**src/rtl/fseq_pkg.sv**
```systemverilog
package fseq_pkg;

    typedef enum logic [3:0] {
        ST_IDLE,
        ST_SETUP,
        ST_LOAD,
        ST_POLL,
        ST_JUDGE,
        ST_CLEAR,
        ST_RESTORE,
        ST_HALT_REQ,
        ST_HALT_POLL,
        ST_PEEK_MODE,
        ST_PEEK,
        ST_CONTINUE,
        ST_FINISH
    } seq_state_t;

    typedef enum logic [2:0] {
        RES_PASS    = 3'd0,
        RES_SUPPLY  = 3'd1,
        RES_PROG    = 3'd2,
        RES_ERASE   = 3'd3,
        RES_ORDER   = 3'd4,
        RES_TIMEOUT = 3'd5
    } seq_result_t;

    localparam logic [7:0] CMD_PROG_SETUP  = 8'h40;
    localparam logic [7:0] CMD_ERASE_SETUP = 8'h20;
    localparam logic [7:0] CMD_CONFIRM     = 8'hD0;
    localparam logic [7:0] CMD_CLEAR       = 8'h50;
    localparam logic [7:0] CMD_ARRAY       = 8'hFF;
    localparam logic [7:0] CMD_SUSPEND     = 8'hB0;

    localparam int BIT_READY  = 7;
    localparam int BIT_EHOLD  = 6;
    localparam int BIT_EFAIL  = 5;
    localparam int BIT_PFAIL  = 4;
    localparam int BIT_SUPPLY = 3;
    localparam int BIT_PHOLD  = 2;

    typedef struct packed {
        logic ready;
        logic supply_err;
        logic prog_err;
        logic erase_err;
        logic prog_held;
        logic erase_held;
    } stat_view_t;

endpackage

```
**src/rtl/lane_merge.sv**
```systemverilog
module lane_merge
    import fseq_pkg::*;
(
    input  logic [15:0] raw_i,
    input  logic        wide_i,
    output stat_view_t  view_o
);
    // Flags that must hold on every active lane (ready, held).
    function automatic logic both(input logic [15:0] r, input int b, input logic w);
        return r[b] & (r[b+8] | ~w);
    endfunction

    // Flags that count when any active lane reports them (errors).
    function automatic logic either(input logic [15:0] r, input int b, input logic w);
        return r[b] | (r[b+8] & w);
    endfunction

    always_comb begin
        view_o.ready      = both(raw_i, BIT_READY, wide_i);
        view_o.prog_held  = both(raw_i, BIT_PHOLD, wide_i);
        view_o.erase_held = both(raw_i, BIT_EHOLD, wide_i);
        view_o.supply_err = either(raw_i, BIT_SUPPLY, wide_i);
        view_o.prog_err   = either(raw_i, BIT_PFAIL, wide_i);
        view_o.erase_err  = either(raw_i, BIT_EFAIL, wide_i);
    end
endmodule

```
**src/rtl/word_format.sv**
```systemverilog
module word_format #(
    parameter int LANES = 2
) (
    input  logic [7:0]         cmd_i,
    input  logic [8*LANES-1:0] data_i,
    input  logic               use_data_i,
    input  logic               wide_i,
    output logic [8*LANES-1:0] word_o
);
    for (genvar g = 0; g < LANES; g++) begin : g_lane
        if (g == 0) begin : g_low
            assign word_o[7:0] = use_data_i ? data_i[7:0] : cmd_i;
        end else begin : g_up
            assign word_o[8*g +: 8] = !wide_i    ? 8'h00 :
                                      use_data_i ? data_i[8*g +: 8] : cmd_i;
        end
    end
endmodule

```
**src/rtl/poll_watchdog.sv**
```systemverilog
module poll_watchdog #(
    parameter int LIMIT = 4096
) (
    input  logic clk,
    input  logic rst_n,
    input  logic active_i,
    output logic expired_o
);
    localparam int CW = $clog2(LIMIT + 1);
    localparam logic [CW-1:0] LIM = CW'(LIMIT);

    logic [CW-1:0] cnt_q;

    always_ff @(posedge clk or negedge rst_n) begin
        if (!rst_n) begin
            cnt_q <= '0;
        end else if (!active_i) begin
            cnt_q <= '0;
        end else if (cnt_q < LIM) begin
            cnt_q <= cnt_q + 1'b1;
        end
    end

    assign expired_o = (cnt_q >= LIM);

    assert_expiry_needs_poll_R12: assert property (@(posedge clk) disable iff (!rst_n)
        !active_i |=> !expired_o);
endmodule

```
**src/rtl/flash_op_sequencer.sv**
```systemverilog
module flash_op_sequencer
    import fseq_pkg::*;
#(
    parameter int AW         = 24,
    parameter int OW         = 8,
    parameter int POLL_LIMIT = 4096
) (
    input  logic          clk,
    input  logic          rst_n,
    input  logic          start_i,
    input  logic          erase_i,
    input  logic          wide_i,
    input  logic [AW-1:0] base_addr_i,
    input  logic [OW-1:0] last_off_i,
    output logic [OW-1:0] buf_idx_o,
    input  logic [15:0]   buf_data_i,
    input  logic          suspend_req_i,
    input  logic [AW-1:0] peek_addr_i,
    output logic          bus_req_o,
    output logic          bus_we_o,
    output logic [AW-1:0] bus_addr_o,
    output logic [15:0]   bus_wdata_o,
    input  logic          bus_ack_i,
    input  logic [15:0]   bus_rdata_i,
    output logic [15:0]   peek_data_o,
    output logic          busy_o,
    output logic          done_o,
    output logic [2:0]    result_o
);
    seq_state_t  state_q, state_d;
    seq_result_t result_q, res_d;

    logic          erase_q, wide_q;
    logic [AW-1:0] base_q, peek_addr_q, loc_addr;
    logic [OW-1:0] last_q, idx_q;
    logic [15:0]   stat_q, peek_q, view_src;
    logic          accept, stat_ld, peek_ld, idx_inc;
    logic          poll_phase, expired;
    logic [7:0]    cmd_byte;
    logic          use_data;
    stat_view_t    view;

    assign poll_phase = (state_q == ST_POLL) || (state_q == ST_HALT_POLL);
    assign view_src   = poll_phase ? bus_rdata_i : stat_q;
    assign loc_addr   = base_q + AW'(idx_q);

    lane_merge u_lane_merge (
        .raw_i  (view_src),
        .wide_i (wide_q),
        .view_o (view)
    );

    poll_watchdog #(.LIMIT(POLL_LIMIT)) u_poll_watchdog (
        .clk       (clk),
        .rst_n     (rst_n),
        .active_i  (poll_phase),
        .expired_o (expired)
    );

    word_format #(.LANES(2)) u_word_format (
        .cmd_i      (cmd_byte),
        .data_i     (buf_data_i),
        .use_data_i (use_data),
        .wide_i     (wide_q),
        .word_o     (bus_wdata_o)
    );

    // State register
    always_ff @(posedge clk or negedge rst_n) begin
        if (!rst_n) state_q <= ST_IDLE;
        else        state_q <= state_d;
    end

    // Next state and datapath strobes
    always_comb begin
        state_d = state_q;
        res_d   = result_q;
        accept  = 1'b0;
        stat_ld = 1'b0;
        peek_ld = 1'b0;
        idx_inc = 1'b0;
        unique case (state_q)
            ST_IDLE: begin
                if (start_i) begin
                    accept  = 1'b1;
                    res_d   = RES_PASS;
                    state_d = ST_SETUP;
                end
            end
            ST_SETUP:    if (bus_ack_i) state_d = ST_LOAD;
            ST_LOAD:     if (bus_ack_i) state_d = ST_POLL;
            ST_POLL: begin
                if (bus_ack_i) begin
                    if (view.ready) begin
                        stat_ld = 1'b1;
                        state_d = ST_JUDGE;
                    end else if (suspend_req_i) begin
                        state_d = ST_HALT_REQ;
                    end else if (expired) begin
                        res_d   = RES_TIMEOUT;
                        state_d = ST_FINISH;
                    end
                end
            end
            ST_JUDGE: begin
                if (view.supply_err) begin
                    res_d   = RES_SUPPLY;
                    state_d = ST_CLEAR;
                end else if (!erase_q && view.prog_err) begin
                    res_d   = RES_PROG;
                    state_d = ST_CLEAR;
                end else if (erase_q && view.prog_err && view.erase_err) begin
                    res_d   = RES_ORDER;
                    state_d = ST_CLEAR;
                end else if (erase_q && view.erase_err) begin
                    res_d   = RES_ERASE;
                    state_d = ST_CLEAR;
                end else if (!erase_q && (idx_q != last_q)) begin
                    idx_inc = 1'b1;
                    state_d = ST_SETUP;
                end else begin
                    state_d = ST_RESTORE;
                end
            end
            ST_CLEAR:    if (bus_ack_i) state_d = ST_RESTORE;
            ST_RESTORE:  if (bus_ack_i) state_d = ST_FINISH;
            ST_HALT_REQ: if (bus_ack_i) state_d = ST_HALT_POLL;
            ST_HALT_POLL: begin
                if (bus_ack_i) begin
                    if (view.ready) begin
                        if (erase_q ? view.erase_held : view.prog_held) begin
                            state_d = ST_PEEK_MODE;
                        end else begin
                            stat_ld = 1'b1;
                            state_d = ST_JUDGE;
                        end
                    end else if (expired) begin
                        res_d   = RES_TIMEOUT;
                        state_d = ST_FINISH;
                    end
                end
            end
            ST_PEEK_MODE: if (bus_ack_i) state_d = ST_PEEK;
            ST_PEEK: begin
                if (bus_ack_i) begin
                    peek_ld = 1'b1;
                    state_d = ST_CONTINUE;
                end
            end
            ST_CONTINUE: if (bus_ack_i) state_d = ST_POLL;
            ST_FINISH:   state_d = ST_IDLE;
            default:     state_d = ST_IDLE;
        endcase
    end

    // Datapath registers
    always_ff @(posedge clk or negedge rst_n) begin
        if (!rst_n) begin
            result_q    <= RES_PASS;
            erase_q     <= 1'b0;
            wide_q      <= 1'b0;
            base_q      <= '0;
            peek_addr_q <= '0;
            last_q      <= '0;
            idx_q       <= '0;
            stat_q      <= '0;
            peek_q      <= '0;
        end else begin
            result_q <= res_d;
            if (accept) begin
                erase_q     <= erase_i;
                wide_q      <= wide_i;
                base_q      <= base_addr_i;
                peek_addr_q <= peek_addr_i;
                last_q      <= last_off_i;
                idx_q       <= '0;
            end
            if (idx_inc) idx_q  <= idx_q + 1'b1;
            if (stat_ld) stat_q <= bus_rdata_i;
            if (peek_ld) peek_q <= bus_rdata_i;
        end
    end

    // Outputs per state
    always_comb begin
        bus_req_o  = 1'b0;
        bus_we_o   = 1'b0;
        bus_addr_o = loc_addr;
        cmd_byte   = CMD_ARRAY;
        use_data   = 1'b0;
        unique case (state_q)
            ST_SETUP: begin
                bus_req_o = 1'b1;
                bus_we_o  = 1'b1;
                cmd_byte  = erase_q ? CMD_ERASE_SETUP : CMD_PROG_SETUP;
            end
            ST_LOAD: begin
                bus_req_o = 1'b1;
                bus_we_o  = 1'b1;
                cmd_byte  = CMD_CONFIRM;
                use_data  = !erase_q;
            end
            ST_POLL, ST_HALT_POLL: bus_req_o = 1'b1;
            ST_CLEAR: begin
                bus_req_o = 1'b1;
                bus_we_o  = 1'b1;
                cmd_byte  = CMD_CLEAR;
            end
            ST_RESTORE: begin
                bus_req_o  = 1'b1;
                bus_we_o   = 1'b1;
                bus_addr_o = base_q;
            end
            ST_HALT_REQ: begin
                bus_req_o = 1'b1;
                bus_we_o  = 1'b1;
                cmd_byte  = CMD_SUSPEND;
            end
            ST_PEEK_MODE: begin
                bus_req_o = 1'b1;
                bus_we_o  = 1'b1;
            end
            ST_PEEK: begin
                bus_req_o  = 1'b1;
                bus_addr_o = peek_addr_q;
            end
            ST_CONTINUE: begin
                bus_req_o = 1'b1;
                bus_we_o  = 1'b1;
                cmd_byte  = CMD_CONFIRM;
            end
            default: ;
        endcase
    end

    assign buf_idx_o   = idx_q;
    assign peek_data_o = peek_q;
    assign busy_o      = (state_q != ST_IDLE);
    assign done_o      = (state_q == ST_FINISH);
    assign result_o    = result_q;

    assert_req_hold_R2: assert property (@(posedge clk) disable iff (!rst_n)
        (bus_req_o && !bus_ack_i) |=> (bus_req_o && $stable(bus_addr_o)
                                       && $stable(bus_we_o) && $stable(bus_wdata_o)));

    assert_wide_dup_R4: assert property (@(posedge clk) disable iff (!rst_n)
        (bus_req_o && bus_we_o && wide_q && !use_data)
            |-> (bus_wdata_o[15:8] == bus_wdata_o[7:0]));

    assert_clear_after_judge_R8: assert property (@(posedge clk) disable iff (!rst_n)
        (state_q == ST_CLEAR && $past(state_q) != ST_CLEAR) |-> $past(state_q) == ST_JUDGE);

    assert_halt_from_poll_R11: assert property (@(posedge clk) disable iff (!rst_n)
        (state_q == ST_HALT_REQ && $past(state_q) != ST_HALT_REQ)
            |-> ($past(state_q) == ST_POLL && $past(suspend_req_i)));

    assert_done_pulse_R13: assert property (@(posedge clk) disable iff (!rst_n)
        done_o |=> !done_o);
endmodule

```
**config.mk**
```make
export PLATFORM = sky130hd
export DESIGN_NAME = flash_op_sequencer
export DESIGN_NICKNAME = d
export VERILOG_FILES = /design/src/rtl/fseq_pkg.sv /design/src/rtl/lane_merge.sv /design/src/rtl/word_format.sv /design/src/rtl/poll_watchdog.sv /design/src/rtl/flash_op_sequencer.sv
export SDC_FILE = /design/constraint.sdc
export NUM_CORES = 1
export LEC_CHECK = 0
export ABC_AREA = 1
export ABC_CLOCK_PERIOD_IN_PS = 5200
export CAP_MARGIN = 10
export CORE_MARGIN = 2
export CORE_UTILIZATION = 40
export CTS_BUF_LIST = sky130_fd_sc_hd__clkbuf_8 sky130_fd_sc_hd__clkbuf_16
export CTS_CLUSTER_SIZE = 28
export DETAILED_ROUTE_END_ITERATION = 10
export PLACE_DENSITY = 0.67
export SYNTH_ARGS = -nofsm -noshare
export SYNTH_HDL_FRONTEND = slang
export SYNTH_SLANG_ARGS = --single-unit
```
**constraint.sdc**
```tcl
create_clock -name clk -period 5.2 [get_ports clk]
set_input_delay 1.04 -clock clk [delete_from_list [all_inputs] [get_ports clk]]
set_output_delay 1.04 -clock clk [all_outputs]
set_load 0.05 [all_outputs]
```
# Word level (Yosys, flattened, before mapping)
# Cells that the tools add are included.
[totals] ff_bits=118 inputBits=95
[classes] n_addsub=3 n_lt_le_gt_ge=2 n_eq_ne=28 n_mux=64 n_bitwise=13 n_reduce_logical=16
[op_table] operator="4-bit 2-to-1 mux" count=15
[op_table] operator="3-bit 2-to-1 mux" count=16
[op_table] operator="24-bit case mux with 2 select lines" count=1
[op_table] operator="4-bit case mux with 11 select lines" count=1
[op_table] operator="8-bit 2-to-1 mux" count=5
[op_table] operator="8-bit case mux with 4 select lines" count=1
[op_table] operator="13-bit 2-to-1 mux" count=2
[op_table] operator="24-bit by 8-bit adder with 24-bit output" count=1
[op_table] operator="2-bit inequality test, second input constant" count=12
[op_table] operator="4-bit == test, second input constant" count=5
[op_table] operator="1-bit 2-to-1 mux" count=19
[op_table] operator="4-bit by 3-bit == test with 1-bit output, second input constant" count=4
[op_table] operator="16-bit 2-to-1 mux" count=1
[op_table] operator="13-bit by 1-bit adder with 13-bit output, second input constant" count=1
[op_table] operator="13-bit greater-or-equal comparator, second input constant" count=1
[op_table] operator="13-bit < comparator, second input constant" count=1
[op_table] operator="3-bit case mux with 4 select lines" count=1
[op_table] operator="10-bit AND reduction" count=1
[op_table] operator="10-bit OR reduction" count=1
[op_table] operator="8-bit by 1-bit adder with 8-bit output, second input constant" count=1
[op_table] operator="4-bit by 2-bit == test with 1-bit output, second input constant" count=2
[op_table] operator="8-bit inequality test" count=1
[op_table] operator="8-bit AND reduction" count=1
[op_table] operator="4-bit nonzero test" count=2
[op_table] operator="other kinds (15)" count=30

# Longest topological paths before layout
[logic_depth] word_depth=12 ltp_mapped=15

# Cells and area by module
# A second synthesis with hierarchy kept.
[hier_totals] hier_cells=953 hier_area_um2=7158.1
[by_module_without_submodules] mod="flash_op_sequencer" n_inst=1 cells_per_inst=791 area_per_inst_um2=6162.2
[by_module_without_submodules] mod="poll_watchdog" n_inst=1 cells_per_inst=100 area_per_inst_um2=725.7
[by_module_without_submodules] mod="word_format" n_inst=1 cells_per_inst=44 area_per_inst_um2=198.9
[by_module_without_submodules] mod="lane_merge" n_inst=1 cells_per_inst=18 area_per_inst_um2=71.3

# Worst setup path before layout
# OpenSTA, ideal clock, no wires.
[synth_path] path_kind="register -> output" from="register idx_q[0] (netlist: buf_idx_o[0])" to="output port bus_addr_o[20]" arrival_time_ns=2.943 required_ns=4.160 setup_slack_ns=1.217 path_stages_with_launch=13 path_buffers=0 cell_sequence="dfrtp_1 > ha_1 > inv_1 > fa_1 > inv_1 > nand2_1 > a21oi_1 > nand3_1 > nand2_1 > nand2_1 > nor2_1 > nor2_1 > o21bai_1"
[synth_via] elab_chain_cells=2
[synth_lines] item="start, declared" line="flash_op_sequencer.sv:35" text="logic [OW-1:0] last_q, idx_q;"
[synth_lines] item="start signal, assigned" line="flash_op_sequencer.sv:178" text="if (idx_inc) idx_q <= idx_q + 1'b1;"
[synth_lines] item="24-bit by 8-bit adder with 24-bit output" line="flash_op_sequencer.sv:45" text="assign loc_addr = base_q + AW'(idx_q);"
[synth_lines] item="24-bit case mux with 2 select lines" line="flash_op_sequencer.sv:191" text="unique case (state_q)"
[synth_lines] item="end, declared" line="flash_op_sequencer.sv:21" text="output logic [AW-1:0] bus_addr_o,"
# Every way passes these cells.

# Worst setup path after layout
# Same ends and word-level chain as after synthesis.

==> out/qor.csv <==
metric,value,unit
Die ar.,18000,sq um
worst-path fanout max,7,
layout cell share with drive strength beyond 1,8.33,%
"Remaining Overflow, GRT",0,
clk sinks,114,
WL final,18.8,mm
Crit path top cell by count,nand2_1,
CP Capture Point,bus_addr_o[20],
Die X,134,um
final hold violations,0,
worst reg2reg setup slack,2.70,ns
P&R area growth vs syn,36.7,%
area of the multi-input gates,3250,sq um
pin count of the biggest net entering global routing,47,
minimum clock period,4.63,ns
Crit. Startpoint,buf_idx_o[0]$_DFFE_PN0P_,
most frequent cells in the layout,"nand2_1 (279), clkdlybuf4s50_1 (164), inv_1 (123)",
Die Span Y,134,um
MaxCap Viol Count,0,
Max Root-Sink Buffers,2,
Synth Cell Area,6760,sq um
Final Max Tran Viols,0,
dpl hpwl,13.7,mm
Leakage,4.27,nW
Setup TNS,0,ns
"area leader, netlist",dfrtp_1,
top-area cell type share of the netlist area,42.2,%
Pwr Total,6.02,mW
Core ar.,16500,sq um
ys async rst share,100,%
CTS tree,built,
number of diodes,0,
RSZ-0062 raised after global routing,no,
DR DRC count,0,
Post-Syn Instances,919,
wire per inst,14.3,um
fin cells,1313,
critical path arrival,3.59,ns
area post-placement,8570,sq um
I/O Pins,166,
Final GP Congestion,0.880,
CP startpoint kind,flip-flop,
post-CTS setup buffers,0,
Synth Warn #,0,
vias in the first global route,6249,
CTS root buffer,clkbuf_16,
CP peak stage delay,0.82,ns
Tcrit/Tclk final,89.0,%
clock slew at reported path FFs,0.06,ns
First-pass DRT Iterations,5,
Vias/cell,4.96,
Num CTS Buffers,17,
pwr dens,652,nW/um^2
H-tree depth,4,
register area share after synthesis,42.2,%
CP Class,flip-flop to output pin,
Starting Density,40.9,%
syn nets,1026,
Total GRT Usage,21.4,%
first-pass GRT wire length,30.6,mm
Hold WC Path Type,flip-flop to flip-flop,
Final Skew,0.00887,ns
Site Rows,47,
CTS hold repair buffers,0,
Worst Setup End Kind,output pin,
VDD IR max,0.000418,V
clk_lat worst skew,0.41,ns
ranking of synthesized cells by area,"dfrtp_1 (42%), nand2_1 (15%), inv_1 (6.8%)",
Slew Limit Headroom,40.6,%
final core utilization,55.9,%
"Distinct cells, synth",44,
Post-synth EDFFs,0,
post_cts resized,0,
Routed Antenna Nets,0,
Reg area,2850,sq um
Fill cells,1542,
Final Cell Area,9240,sq um
Max Fclk,216,MHz
Worst R2R Start,state_q[2]$_DFFE_PN0P_,
initial drt markers,482,
nets,1187,
Least-Margin Pin Slew,0.890,ns
status,"complete, no violations",
routed vias,6507,
crit path cell chain,ha_1 -> inv_1 -> fa_1 -> inv_1 -> nand2_1 -> a21oi_1 -> nand3_1 -> nand2_1 -> nand2_1 -> nor2_1 -> nor2_1 -> o21bai_1 -> clkdlybuf4s50_1,
I/O Buffers,165,
Yosys reg bits,114,
Slowest cell on crit path,clkdlybuf4s50_1,
worst reg2reg endpoint,base_q[8]$_DFFE_PN0P_,
R2R depth,8,
setup violators final,0,
dpl cells,1281,
CP Data Required Time,4.16,ns
"commonest non-fill, non-tap cell in the layout",nand2_1,
initial antenna violation count,0,
"Top FF cell, synth",dfrtp_1,
Syn Area/Cell,7.35,sq um
## how the worst min path moves through the flow
stage                          startpoint               endpoint  cells after the start
floorplan           stat_q[7]$_DFFE_PN0P_  stat_q[7]$_DFFE_PN0P_                      2
global placement    stat_q[7]$_DFFE_PN0P_  stat_q[7]$_DFFE_PN0P_                      2
detailed placement  stat_q[7]$_DFFE_PN0P_  stat_q[7]$_DFFE_PN0P_                      2
CTS                 stat_q[7]$_DFFE_PN0P_  stat_q[7]$_DFFE_PN0P_                      2
global route        stat_q[7]$_DFFE_PN0P_  stat_q[7]$_DFFE_PN0P_                      2
finish              stat_q[7]$_DFFE_PN0P_  stat_q[7]$_DFFE_PN0P_                      2
## report_power, final
group / internal [mW] / leakage, nW / total (mW) / switching, mW
Sequential: 1.22 / 1.46 / 1.46 / 0.242
Clock: 0.909 / 0.320 / 1.33 / 0.421
Combinational: 1.04 / 2.50 / 3.23 / 2.19
Total: 3.17 / 4.27 / 6.02 / 2.85
## registers in the layout (all words and copies together), names as in the netlist
name / count
peek_data_o: 16
erase_q: 1
stat_q: 12
base_q: 24
state_q: 4
last_q: 8
u_poll_watchdog.cnt_q: 13
buf_idx_o: 8
result_o: 3
wide_q: 1
peek_addr_q: 24
## cell type report
type,count,area share (%)
Clock buffer,18,4.75
Clock inverter,14,2.56
Inverter,131,5.32
Multi-Input combinational cell,645,35.2
Sequential cell,114,30.9
Tap cell,220,2.98
Timing Repair Buffer,171,18.3
## critical path, delay by kind of cell, from the launching register on
kind            cells  cell delay (ns)
buf+inv             3             0.95
fa+ha+maj           2             0.56
simple gates        6             0.81
compound gates      2             0.41
flops               1             0.45
## cells in the mapped netlist, types with 11 or more instances
cell	count
nor2_1	44
o21ai_1	21
nand2_1	279
o21ai_0	73
inv_1	122
nand3_1	54
nor3_1	13
a21oi_1	38
clkbuf_1	13
o21ai_2	11
nand2_2	13
ha_1	11
dfrtp_1	114
## metrics by stage
step	hold slack (ns)	worst slack, ns
after CTS	0.455	0.573
after global routing	0.481	0.254
after global placement	0.434	1.09
after detailed placement	0.442	1.04
final	0.453	0.572
after floorplan	0.422	1.22
## logic make-up after synthesis
family	count (synthesis)	synth area share, %
fa+ha+maj	12	2.33
xor+xnor	13	1.68
simple gates	434	27.8
buf+inv	160	9.66
mux	4	0.666
flops	114	42.2
compound gates	182	15.7
## layer usage
| layer | track usage, % | vias up | part of all wire, % |
|---|---|---|---|
| li1 | - | 3280 | - |
| met1 | 28.7 | 3016 | 46 |
| met2 | 34.5 | 184 | 47 |
| met3 | 5.14 | 27 | 5.3 |
| met4 | 6.44 | 0 | 1.9 |
| met5 | 0 | - | 0 |
Note: power is estimated with default switching activity, not from simulation.
